==> config.mk <==
export PLATFORM = sky130hd
export DESIGN_NAME = spd_ctl
export DESIGN_NICKNAME = d
export VERILOG_FILES = /design/src/rtl/spd_ctl_pkg.sv /design/src/rtl/spd_slave_dec.sv /design/src/rtl/spd_prot_regs.sv /design/src/rtl/spd_session.sv /design/src/rtl/spd_ctl.sv
export SDC_FILE = /design/constraint.sdc
export NUM_CORES = 1
export LEC_CHECK = 0
export BUFFER_PORTS_ARGS = -buffer_cell sky130_fd_sc_hd__buf_4
export CAP_MARGIN = 10
export CORE_MARGIN = 1.5
export CORE_UTILIZATION = 60
export DETAILED_ROUTE_END_ITERATION = 6
export PLACE_DENSITY_LB_ADDON = 0.05
export SYNTH_ARGS = -nofsm -noshare
export SYNTH_HDL_FRONTEND = slang
export SYNTH_SLANG_ARGS = --single-unit
==> constraint.sdc <==
create_clock -name clk_i -period 2.8 [get_ports clk_i]
set_input_delay 0.56 -clock clk_i [delete_from_list [all_inputs] [get_ports clk_i]]
set_output_delay 0.56 -clock clk_i [all_outputs]
set_load 0.005 [all_outputs]
==> src/rtl/spd_ctl_pkg.sv <==
package spd_ctl_pkg;
  localparam int BYTE_W = 8;
  localparam int PIN_W  = 3;
  localparam int NBLK   = 4;
  localparam int BLK_W  = $clog2(NBLK);
  localparam logic [3:0] PRE_MEM  = 4'b1010;
  localparam logic [3:0] PRE_UTIL = 4'b0110;

  typedef enum logic [2:0] {
    K_NONE, K_MEM_WR, K_MEM_RD, K_SET_PROT, K_CLR_PROT, K_RD_PROT, K_SET_BANK, K_RD_BANK
  } cmd_e;

  typedef enum logic [1:0] {S_IDLE, S_SADDR, S_WADDR, S_DATA} sess_e;
endpackage

==> src/rtl/spd_slave_dec.sv <==
module spd_slave_dec
  import spd_ctl_pkg::*;
(
  input  logic [BYTE_W-1:0] byte_i,
  input  logic [PIN_W-1:0]  pins_i,
  output cmd_e              cmd_o,
  output logic [BLK_W-1:0]  blk_o,
  output logic              bank_sel_o
);
  logic rd;
  assign rd = byte_i[0];

  always_comb begin
    cmd_o      = K_NONE;
    blk_o      = '0;
    bank_sel_o = byte_i[1];
    if (byte_i[7:4] == PRE_MEM) begin
      if (byte_i[3:1] == pins_i) cmd_o = rd ? K_MEM_RD : K_MEM_WR;
    end else if (byte_i[7:4] == PRE_UTIL) begin
      case (byte_i[3:1])
        3'b001:  begin blk_o = BLK_W'(0); cmd_o = rd ? K_RD_PROT : K_SET_PROT; end
        3'b100:  begin blk_o = BLK_W'(1); cmd_o = rd ? K_RD_PROT : K_SET_PROT; end
        3'b101:  begin blk_o = BLK_W'(2); cmd_o = rd ? K_RD_PROT : K_SET_PROT; end
        3'b000:  begin blk_o = BLK_W'(3); cmd_o = rd ? K_RD_PROT : K_SET_PROT; end
        3'b011:  cmd_o = rd ? K_NONE : K_CLR_PROT;
        3'b110:  cmd_o = rd ? K_RD_BANK : K_SET_BANK;
        3'b111:  cmd_o = rd ? K_NONE : K_SET_BANK;
        default: cmd_o = K_NONE;
      endcase
    end
  end
endmodule

==> src/rtl/spd_prot_regs.sv <==
module spd_prot_regs
  import spd_ctl_pkg::*;
(
  input  logic             clk_i,
  input  logic             rst_ni,
  input  logic             bank_wr_i,
  input  logic             bank_val_i,
  input  logic             arm_i,
  input  logic             arm_clr_i,
  input  logic [BLK_W-1:0] arm_blk_i,
  input  logic             done_i,
  output logic             bank_o,
  output logic [NBLK-1:0]  prot_o
);
  logic             bank_q, pend_q, pend_clr_q;
  logic [BLK_W-1:0] pend_blk_q;
  logic [NBLK-1:0]  prot_q;

  always_ff @(posedge clk_i or negedge rst_ni) begin
    if (!rst_ni) begin
      bank_q     <= 1'b0;
      pend_q     <= 1'b0;
      pend_clr_q <= 1'b0;
      pend_blk_q <= '0;
    end else begin
      if (bank_wr_i) bank_q <= bank_val_i;
      if (arm_i) begin
        pend_q     <= 1'b1;
        pend_clr_q <= arm_clr_i;
        pend_blk_q <= arm_blk_i;
      end else if (done_i) begin
        pend_q <= 1'b0;
      end
    end
  end

  // flags only change when the write timer reports completion
  for (genvar g = 0; g < NBLK; g++) begin : g_flag
    always_ff @(posedge clk_i or negedge rst_ni) begin
      if (!rst_ni) prot_q[g] <= 1'b0;
      else if (done_i && pend_q) begin
        if (pend_clr_q) prot_q[g] <= 1'b0;
        else if (pend_blk_q == BLK_W'(g)) prot_q[g] <= 1'b1;
      end
    end
  end

  assign bank_o = bank_q;
  assign prot_o = prot_q;
endmodule

==> src/rtl/spd_session.sv <==
module spd_session
  import spd_ctl_pkg::*;
(
  input  logic             clk_i,
  input  logic             rst_ni,
  input  logic             start_i,
  input  logic             stop_i,
  input  logic             byte_vld_i,
  input  logic             amsb_i,
  input  cmd_e             cmd_i,
  input  logic [BLK_W-1:0] blk_i,
  input  logic             bank_sel_i,
  input  logic             hv_i,
  input  logic             wp_i,
  input  logic             busy_i,
  input  logic             bank_i,
  input  logic [NBLK-1:0]  prot_i,
  output logic             ack_o,
  output logic             wr_req_o,
  output logic             wr_mem_o,
  output logic             bank_wr_o,
  output logic             bank_val_o,
  output logic             prot_arm_o,
  output logic             prot_clr_o,
  output logic [BLK_W-1:0] prot_blk_o
);
  sess_e            st_q;
  cmd_e             cmd_q;
  logic [BLK_W-1:0] blk_q;
  logic             bank_val_q, hv_q, wp_q, amsb_q, arm_q, refused_q;
  logic             ack_q, wr_req_q, wr_mem_q, bank_wr_q;
  logic             mem_ok, hv_ok;

  assign mem_ok = !refused_q && !wp_q && !prot_i[{bank_i, amsb_q}];
  assign hv_ok  = hv_q && hv_i;

  always_ff @(posedge clk_i or negedge rst_ni) begin
    if (!rst_ni) begin
      st_q <= S_IDLE;  cmd_q <= K_NONE;  blk_q <= '0;
      bank_val_q <= 1'b0;  hv_q <= 1'b0;  wp_q <= 1'b0;  amsb_q <= 1'b0;
      arm_q <= 1'b0;  refused_q <= 1'b0;  ack_q <= 1'b0;
      wr_req_q <= 1'b0;  wr_mem_q <= 1'b0;  bank_wr_q <= 1'b0;
    end else begin
      wr_req_q  <= 1'b0;
      bank_wr_q <= 1'b0;
      if (start_i) begin
        st_q <= S_SADDR;  ack_q <= 1'b0;  arm_q <= 1'b0;  refused_q <= 1'b0;
      end else if (stop_i) begin
        st_q  <= S_IDLE;
        ack_q <= 1'b0;
        arm_q <= 1'b0;
        if (arm_q) begin
          wr_req_q <= 1'b1;
          wr_mem_q <= (cmd_q == K_MEM_WR);
        end
      end else if (byte_vld_i) begin
        ack_q <= 1'b0;
        case (st_q)
          S_SADDR: begin
            cmd_q <= cmd_i;  blk_q <= blk_i;  bank_val_q <= bank_sel_i;  hv_q <= hv_i;
            st_q  <= S_IDLE;
            if (!busy_i) begin
              case (cmd_i)
                K_MEM_WR, K_CLR_PROT, K_SET_BANK: begin ack_q <= 1'b1; st_q <= S_WADDR; end
                K_SET_PROT: if (!prot_i[blk_i]) begin ack_q <= 1'b1; st_q <= S_WADDR; end
                K_MEM_RD:   ack_q <= 1'b1;
                K_RD_PROT:  ack_q <= !prot_i[blk_i];
                K_RD_BANK:  ack_q <= !bank_i;
                default:    ack_q <= 1'b0;
              endcase
            end
          end
          S_WADDR: begin
            ack_q  <= 1'b1;
            amsb_q <= amsb_i;
            wp_q   <= wp_i;
            st_q   <= S_DATA;
          end
          S_DATA: begin
            case (cmd_q)
              K_MEM_WR: begin
                if (mem_ok) begin ack_q <= 1'b1; arm_q <= 1'b1; end
                else begin refused_q <= 1'b1; arm_q <= 1'b0; end
              end
              K_SET_PROT, K_CLR_PROT: begin
                ack_q <= hv_ok;  arm_q <= hv_ok;  st_q <= S_IDLE;
              end
              K_SET_BANK: begin bank_wr_q <= 1'b1; st_q <= S_IDLE; end
              default:    st_q <= S_IDLE;
            endcase
          end
          default: ack_q <= 1'b0;
        endcase
      end
    end
  end

  assign ack_o      = ack_q;
  assign wr_req_o   = wr_req_q;
  assign wr_mem_o   = wr_mem_q;
  assign bank_wr_o  = bank_wr_q;
  assign bank_val_o = bank_val_q;
  assign prot_arm_o = wr_req_q && !wr_mem_q;
  assign prot_clr_o = (cmd_q == K_CLR_PROT);
  assign prot_blk_o = blk_q;
endmodule

==> src/rtl/spd_ctl.sv <==
module spd_ctl
  import spd_ctl_pkg::*;
(
  input  logic              clk_i,
  input  logic              rst_ni,
  input  logic              start_i,
  input  logic              stop_i,
  input  logic              byte_vld_i,
  input  logic [BYTE_W-1:0] byte_i,
  input  logic [PIN_W-1:0]  pins_i,
  input  logic              hv_i,
  input  logic              wp_i,
  input  logic              busy_i,
  input  logic              wr_done_i,
  output logic              ack_o,
  output logic              wr_req_o,
  output logic              wr_mem_o,
  output logic              bank_o
);
  cmd_e             dec_cmd;
  logic [BLK_W-1:0] dec_blk, arm_blk;
  logic             dec_bank, bank_wr, bank_val, arm, arm_clr;
  logic [NBLK-1:0]  prot;

  spd_slave_dec u_dec (
    .byte_i(byte_i), .pins_i(pins_i),
    .cmd_o(dec_cmd), .blk_o(dec_blk), .bank_sel_o(dec_bank)
  );

  spd_session u_sess (
    .clk_i(clk_i), .rst_ni(rst_ni),
    .start_i(start_i), .stop_i(stop_i), .byte_vld_i(byte_vld_i),
    .amsb_i(byte_i[BYTE_W-1]),
    .cmd_i(dec_cmd), .blk_i(dec_blk), .bank_sel_i(dec_bank),
    .hv_i(hv_i), .wp_i(wp_i), .busy_i(busy_i),
    .bank_i(bank_o), .prot_i(prot),
    .ack_o(ack_o), .wr_req_o(wr_req_o), .wr_mem_o(wr_mem_o),
    .bank_wr_o(bank_wr), .bank_val_o(bank_val),
    .prot_arm_o(arm), .prot_clr_o(arm_clr), .prot_blk_o(arm_blk)
  );

  spd_prot_regs u_regs (
    .clk_i(clk_i), .rst_ni(rst_ni),
    .bank_wr_i(bank_wr), .bank_val_i(bank_val),
    .arm_i(arm), .arm_clr_i(arm_clr), .arm_blk_i(arm_blk),
    .done_i(wr_done_i),
    .bank_o(bank_o), .prot_o(prot)
  );
endmodule

Word-level counts from Yosys, hierarchy flattened --
Cells that the tools add are included.
Word-level totals: register bits after elaboration 26, output and inout port bits 4, word-level logic and storage cells 155, input port bits 20
Operators by class: order comparisons 2, bitwise gates (word level) 2, mux-type cells 62, reductions and logical operators 39, eq/ne operators 29
Operator list (number):
- $mux 1 | 37
- $eq 3x3->1 const B | 10
- $mux 2 | 9
- $mux 3 | 6
- $reduce_bool 2->1 | 8
- $eq 3x2->1 const B | 4
- $pmux 2 s3 | 2
- $pmux 3 s4 | 1
- $eq 3x1->1 const B | 3
- $reduce_and 3->1 | 3
- $eq 2x2->1 const B | 4
- $reduce_and 2->1 | 4
- $reduce_and 4->1 | 2
- $reduce_or 4->1 | 2
- $logic_not 1->1 | 6
- $lt 2x3->1 const B | 2
- $reduce_bool 3->1 | 2
- $logic_and 1x1->1 | 5
- $reduce_and 5->1 | 1
- $reduce_bool 5->1 | 1
- $bmux 1 s2 | 2
- $eq 2x1->1 const B | 2
- $eq 4x3->1 const B | 1
- $eq 4x4->1 const B | 1
- other kinds (13) | 16

Depth between registers and ports, before layout --
word-level depth 13, mapped depth 7

Cells and area by module --
Synthesis repeated with hierarchy kept, for this count alone.
Unflattened totals: cells, all modules 124, area total of the unflattened synthesis 1443.9 um2
By module, submodules not included:
- spd_session | cells each 77, times used 1, sequential area each 425.4 um2, area an instance 905.9 um2
- spd_prot_regs | cells each 24, times used 1, sequential area each 225.2 um2, area an instance 356.6 um2
- spd_slave_dec | cells each 23, times used 1, sequential area each 0.0 um2, area an instance 181.4 um2

Worst setup path before layout --
OpenSTA, ideal clock, no wires.
path kind input to register, start point input byte_i[1], end point register u_sess.st_q[1], setup time 0.120 ns, data arrival time 1.900 ns, cell stages on the path 7, setup slack 0.780 ns, path through clkbuf_1 > xor2_1 > nor4_1 > a32oi_1 > a21oi_1 > o21ai_1 > a31o_1
On the way: word-level cells in the longest chain between the ends 13, elaborated cells between the ends (all ways) 30, classes of those cells eq/ne (11); mux (16); reduce/logical (3)
Ends and longest elaborated chain:
- from (decl) | RTL line spd_ctl.sv:9 | input logic [BYTE_W-1:0] byte_i,
- $eq 3x1->1, or another cell as far along | RTL line spd_slave_dec.sv:20 | case (byte_i[3:1])
- $reduce_or 4->1 (no source line) or $pmux 2 s3 (tied branches)
- $pmux 3 s4 or $mux 2 (tied branches) | RTL line spd_slave_dec.sv:20, spd_slave_dec.sv:19
- $mux 3 or $mux 2 (tied branches) | RTL line spd_slave_dec.sv:19, spd_slave_dec.sv:17
- $mux 3 or $bmux 1 s2 (tied branches) | RTL line spd_slave_dec.sv:17, spd_session.sv:65
- $eq 3x1->1, or another cell as far along | RTL line spd_session.sv:63 | case (cmd_i)
- $reduce_or 3->1 or $mux 2 (tied branches)
- $pmux 2 s2 * | RTL line spd_session.sv:63
- $mux 2 * | RTL line spd_session.sv:62 | if (!busy_i) begin
- $pmux 2 s3 * | RTL line spd_session.sv:58 | case (st_q)
- $mux 2 * | RTL line spd_session.sv:56 | end else if (byte_vld_i) begin
- $mux 2 * | RTL line spd_session.sv:48 | end else if (stop_i) begin
- $mux 2 * | RTL line spd_session.sv:46 | if (start_i) begin
- to (signal assigned) | RTL line spd_session.sv:47 | st_q <= S_SADDR; ack_q <= 1'b0; arm_q <= 1'b0; refused_q <= 1'b0;
- to (signal assigned) | RTL line spd_session.sv:49 | st_q <= S_IDLE;
- to (signal assigned) | RTL line spd_session.sv:61 | st_q <= S_IDLE;
- to (decl) | RTL line spd_session.sv:27 | sess_e st_q;
Every way passes the cells marked *; elsewhere a longest branch is shown, timed or not. The select of a mux whose other input is x is not followed. A chain may end at the register's enable or synchronous reset.

Final worst setup path --
start point register u_sess.amsb_q, end point register u_sess.arm_q
On the way: word-level cells in the longest chain between the ends 10
Ends and longest elaborated chain:
- from (decl) | RTL line spd_session.sv:30 | logic bank_val_q, hv_q, wp_q, amsb_q, arm_q, refused_q;
- from (signal assigned) | RTL line spd_session.sv:75 | amsb_q <= amsb_i;
- $bmux 1 s2 | RTL line spd_session.sv:34 | assign mem_ok = !refused_q && !wp_q && !prot_i[{bank_i, amsb_q}];
- $mux 1 (implied by the code) | RTL line spd_session.sv:34
- $logic_not 1->1 | RTL line spd_session.sv:34
- $logic_and 1x1->1 | RTL line spd_session.sv:34
- $mux 1 | RTL line spd_session.sv:82 | if (mem_ok) begin ack_q <= 1'b1; arm_q <= 1'b1; end
- $pmux 1 s2 | RTL line spd_session.sv:80 | case (cmd_q)
- $mux 1 | RTL line spd_session.sv:58
- $mux 1 | RTL line spd_session.sv:56
- $mux 1 | RTL line spd_session.sv:48
- $mux 1 | RTL line spd_session.sv:46
- to (signal assigned) | RTL line spd_session.sv:41 | arm_q <= 1'b0; refused_q <= 1'b0; ack_q <= 1'b0;
- to (signal assigned) | RTL line spd_session.sv:47
- to (signal assigned) | RTL line spd_session.sv:51 | arm_q <= 1'b0;
- to (decl) | RTL line spd_session.sv:30
No other way between the ends. The select of a mux whose other input is x is not followed.

==> impl_summary.txt <==
----------------------------------------------------
[Synthesis]
  Share of synthesized area occupied by flip-flops and latches ... 42.8%
  Post-synth top area share ... a little over two fifths
  Post-Synthesis Net Count ... 183
  Netlist area before placement ... 1520 um^2
  Mean Syn Cell Area ... 9.55 um^2
  Syn Inst Count ... 159
  Most area-consuming cells after synthesis ... sky130_fd_sc_hd__dfrtp_1 43%, sky130_fd_sc_hd__mux2_1 5.2%, sky130_fd_sc_hd__nand2_1 4.4%, sky130_fd_sc_hd__a21oi_1 3.3%, sky130_fd_sc_hd__ha_1 3.3%
  Count of flip-flops with a built-in enable after synthesis ... 0
  Library cells used by synthesis ... 46
  Library cell occupying the most area in the post-synthesis netlist ... sky130_fd_sc_hd__dfrtp_1
  Yosys warns ... 0
  #FFs+latches synth ... 26
  Ys flop type ... sky130_fd_sc_hd__dfrtp_1
  Ys async rst share ... 100%

[Power]
  Switch share ... 23.3%
  Part of the total power dissipated in combinational logic ... 12.6%
  Power density over the cells ... between 400 and 500 nW/um^2
  Switching power ... roughly 0.18 mW
  Cell leakage power ... slightly above 0.8 nW
  Relative contribution of the clock network to total power ... roughly 34%
  IR Drop Worst-Case VDD ... 0.000375 V
  Cell internal pwr ... 0.576 mW
  Power consumption ... 0.751 mW
  Sequential power share ... 53.1%

[Global routing]
  Vias in the first global route ... 1192
  First-pass GRT wire length ... 5400 um
  Total track usage ... 26.2%
  Grt total ovfl ... 0
  Maximum number of pins on one net before global-route repair ... 27
  Number of antenna violations at the first check in global routing ... 0

[Clocking]
  Setup bufs post-CTS ... 0
  Num CTS Buffers ... 3
  Cts-stage hold buffer count ... 0
  CTS tree ... yes
  Post_cts resized ... 0
  Clock Latency Late Sink ... 0.32 ns
  Sink count of the clock tree ... 26
  Clk pin slew, worst setup/hold paths ... around 0.15 ns
  Clock Root Buffer ... sky130_fd_sc_hd__clkbuf_4
  H-tree levels ... 1
  Clock buffer depth ... 2

[Floorplan]
  Overall die area ... 2840 um^2
  Ports ... 24
  Starting Density ... 62.4%
  DIE WIDTH ... 53.3 um
  Placeable core region ... 2430 um^2
  Std-Cell Rows ... 18
  Die outline height ... between 50 and 60 um

[STA]
  Least-Margin Pin Slew ... slightly below 0.6 ns
  Maximum clock skew at final layout ... 0.0160 ns
  Worst slew margin ... 59.7%
  Final-report max-slew violation count ... 0
  Setup violators final ... 0
  Upper clock frequency limit ... between 0.4 and 0.5 GHz
  Post-route fraction of the period consumed by the critical path ... 75.1%
  Hold violation count in the final report ... 0
  Worst Hold Slack ... 0.109 ns
  Tmin final ... ~2.1 ns
  Total Neg Setup Slack ... 0 ns
  Unrepaired setup endpoints after global routing ... no
  Worst setup margin ... 0.698 ns

[Drt]
  Number of design rule violations left after detail routing ... 0
  Avg WL per Cell ... 15.5 um
  Via/cell ratio ... 6.00
  Iteration count of the initial detailed-routing pass ... 4
  Drt initial violations ... 39
  Drt total wl ... 3280 um
  Antenna viol nets, final ... 0
  Vias after detailed routing ... 1272

[Worst setup path]
  Slowest cell on the critical path ... sky130_fd_sc_hd__or4b_1
  Capture instance of the worst register-to-register path ... u_sess.arm_q
  Maximum cell stage delay along the critical path ... 0.52 ns
  CP Class ... flip-flop to flip-flop
  Logic depth of the worst register-to-register path ... 5
  Max Fanout on Critical Path ... 4
  Register-to-register setup slack ... about 0.70 ns
  Arrival time of data at the critical path endpoint ... roughly 2.4 ns
  CP Capture Type ... flip-flop
  Reg2Reg Launch Point ... u_sess.amsb_q
  Cells along the critical path ... mux2_4 > a2111oi_4 > a211oi_1 > or4b_1 > a21boi_1
  Startpoint kind of the worst setup timing path ... flip-flop
  Data required, critical path ... 3.05 ns

[Run]
  Max-cap viol count ... 0

[Min path]
  HP Class ... primary input to asynchronous set/reset pin

[Layout]
  Fill cells ... 194
  Net count, final ... 207
  Storage element area ... 651 um^2
  Layout cell share with drive strength beyond 1 ... 18.1%
  Area of the multi-input gates ... about 820 um^2
  Final std cells w/o fill ... ~210
  Area overhead of the layout relative to synthesis ... 16.5%
  Antenna diodes ... 0

[Placed design]
  Dpl hpwl ... approximately 2600 um
  Pre-CTS worst setup slack ... 0.651 ns
  # port buffers ... 23
  Global placer's final weighted congestion ... 0.930
  Total placed cells including tap cells ... 208

[Run status]
  Status ... completed

----------------------------------------------------
[critical path: cells and delay by family (launching register included)]
| family | cells | cell delay, ns |
|---|---|---|
| simple gates | 1 | 0.52 |
| compound gates | 3 | 0.73 |
| flops | 1 | 0.44 |
| mux | 1 | 0.33 |
[worst max-delay path by stage]
stage | endpoint | from | cells past startpoint | slack (ns)
final | u_sess.arm_q | u_sess.amsb_q | 5 | 0.70
after global routing | u_sess.arm_q | u_sess.amsb_q | 6 | 0.55
after CTS | u_sess.arm_q | u_sess.amsb_q | 5 | 0.71
after detailed placement | u_sess.st_q[1] | byte_i[4] | 6 | 0.65
after global placement | u_sess.st_q[1] | byte_i[1] | 7 | 0.70
after floorplan | u_sess.st_q[1] | byte_i[1] | 7 | 0.78
[logic make-up after synthesis]
| kind of cell | synth area share, % |
|---|---|
| compound gates | 18.1 |
| xor+xnor | 1.73 |
| fa+ha+maj | 3.30 |
| buf+inv | 3.29 |
| flops | 42.8 |
| mux | 9.72 |
| simple gates | 21.0 |
[cells in the mapped netlist, types with 2 or more instances]
master / count
sky130_fd_sc_hd__a21oi_1: 10
sky130_fd_sc_hd__o21ai_1: 6
sky130_fd_sc_hd__o21ai_0: 4
sky130_fd_sc_hd__nor3b_1: 3
sky130_fd_sc_hd__mux2_1: 7
sky130_fd_sc_hd__dfrtp_1: 26
sky130_fd_sc_hd__nand3_1: 3
sky130_fd_sc_hd__and3_1: 2
sky130_fd_sc_hd__nand4bb_1: 2
sky130_fd_sc_hd__a22o_1: 2
sky130_fd_sc_hd__o21a_1: 2
sky130_fd_sc_hd__mux2i_1: 2
sky130_fd_sc_hd__ha_1: 4
sky130_fd_sc_hd__nand2b_1: 5
sky130_fd_sc_hd__a211oi_1: 2
sky130_fd_sc_hd__clkbuf_1: 4
sky130_fd_sc_hd__nor2_1: 13
sky130_fd_sc_hd__nor2b_1: 2
sky130_fd_sc_hd__xor2_1: 3
sky130_fd_sc_hd__nor3_1: 2
sky130_fd_sc_hd__nor4_1: 2
sky130_fd_sc_hd__inv_1: 8
sky130_fd_sc_hd__mux2_2: 3
sky130_fd_sc_hd__a31oi_1: 2
sky130_fd_sc_hd__nand2_1: 18
sky130_fd_sc_hd__o211ai_1: 2
[power by group through the flow]
stage | combinational, mW | clock (mW) | sequential, mW
floorplan | 0.0521 | 0 | 0.400
global placement | 0.0911 | 0 | 0.405
detailed placement | 0.0950 | 0 | 0.406
CTS | 0.0953 | 0.257 | 0.398
global route | 0.107 | 0.272 | 0.401
finish | 0.0948 | 0.258 | 0.398
[final cells by class]
type | instances | area share (%)
clock buffer | 3 | 1.27
clock inverter | 1 | 1.70
inverter | 8 | 1.70
multi-input combinational | 120 | 46.3
sequential | 26 | 36.8
tap | 30 | 2.12
timing repair buffer | 24 | 10.2
[through the flow]
stage,util [%],instance area [um^2]
2_1_floorplan,-,1520
3_3_place_gp,70.6,1720
3_5_place_dp,70.6,1720
4_1_cts,72.7,1770
5_1_grt,72.7,1770
6_report,72.7,1770
[state kept, by name (all words and copies together) (netlist names)]
register,count
u_sess.ack_o,1
u_sess.wr_mem_o,1
u_regs.bank_o,1
u_sess.cmd_q,3
u_sess.prot_blk_o,2
u_regs.pend_blk_q,2
u_sess.bank_wr_o,1
u_sess.refused_q,1
u_regs.prot_o,4
u_sess.st_q,2
u_sess.hv_q,1
u_sess.arm_q,1
u_sess.amsb_q,1
u_regs.pend_q,1
u_sess.bank_val_o,1
u_regs.pend_clr_q,1
u_sess.wr_req_o,1
u_sess.wp_q,1
[cell usage in the layout (no fill, tap or decap), drive strengths merged, types with 2 or more instances in the layout]
cell	instances
o211ai	2
inv	8
mux2	11
xor2	3
mux2i	2
a22o	2
nor2	13
o21a	2
dfrtp	26
nor3b	3
a21oi	10
nor2b	2
nor3	2
clkbuf	3
and3	2
a31oi	2
nand4bb	2
nand2	18
nand3	3
a211oi	2
nand2b	5
nor4	2
o21ai	10
buf	24
ha	4
[routing by layer]
metal	vias up	global-route usage, %	wire length, um
li1	624	-	-
met1	597	36.8	1490
met2	47	43.4	1580
met3	4	2.82	177
met4	0	5.56	25
met5	-	0	0
No activity file was read; power rests on OpenSTA's default activity.
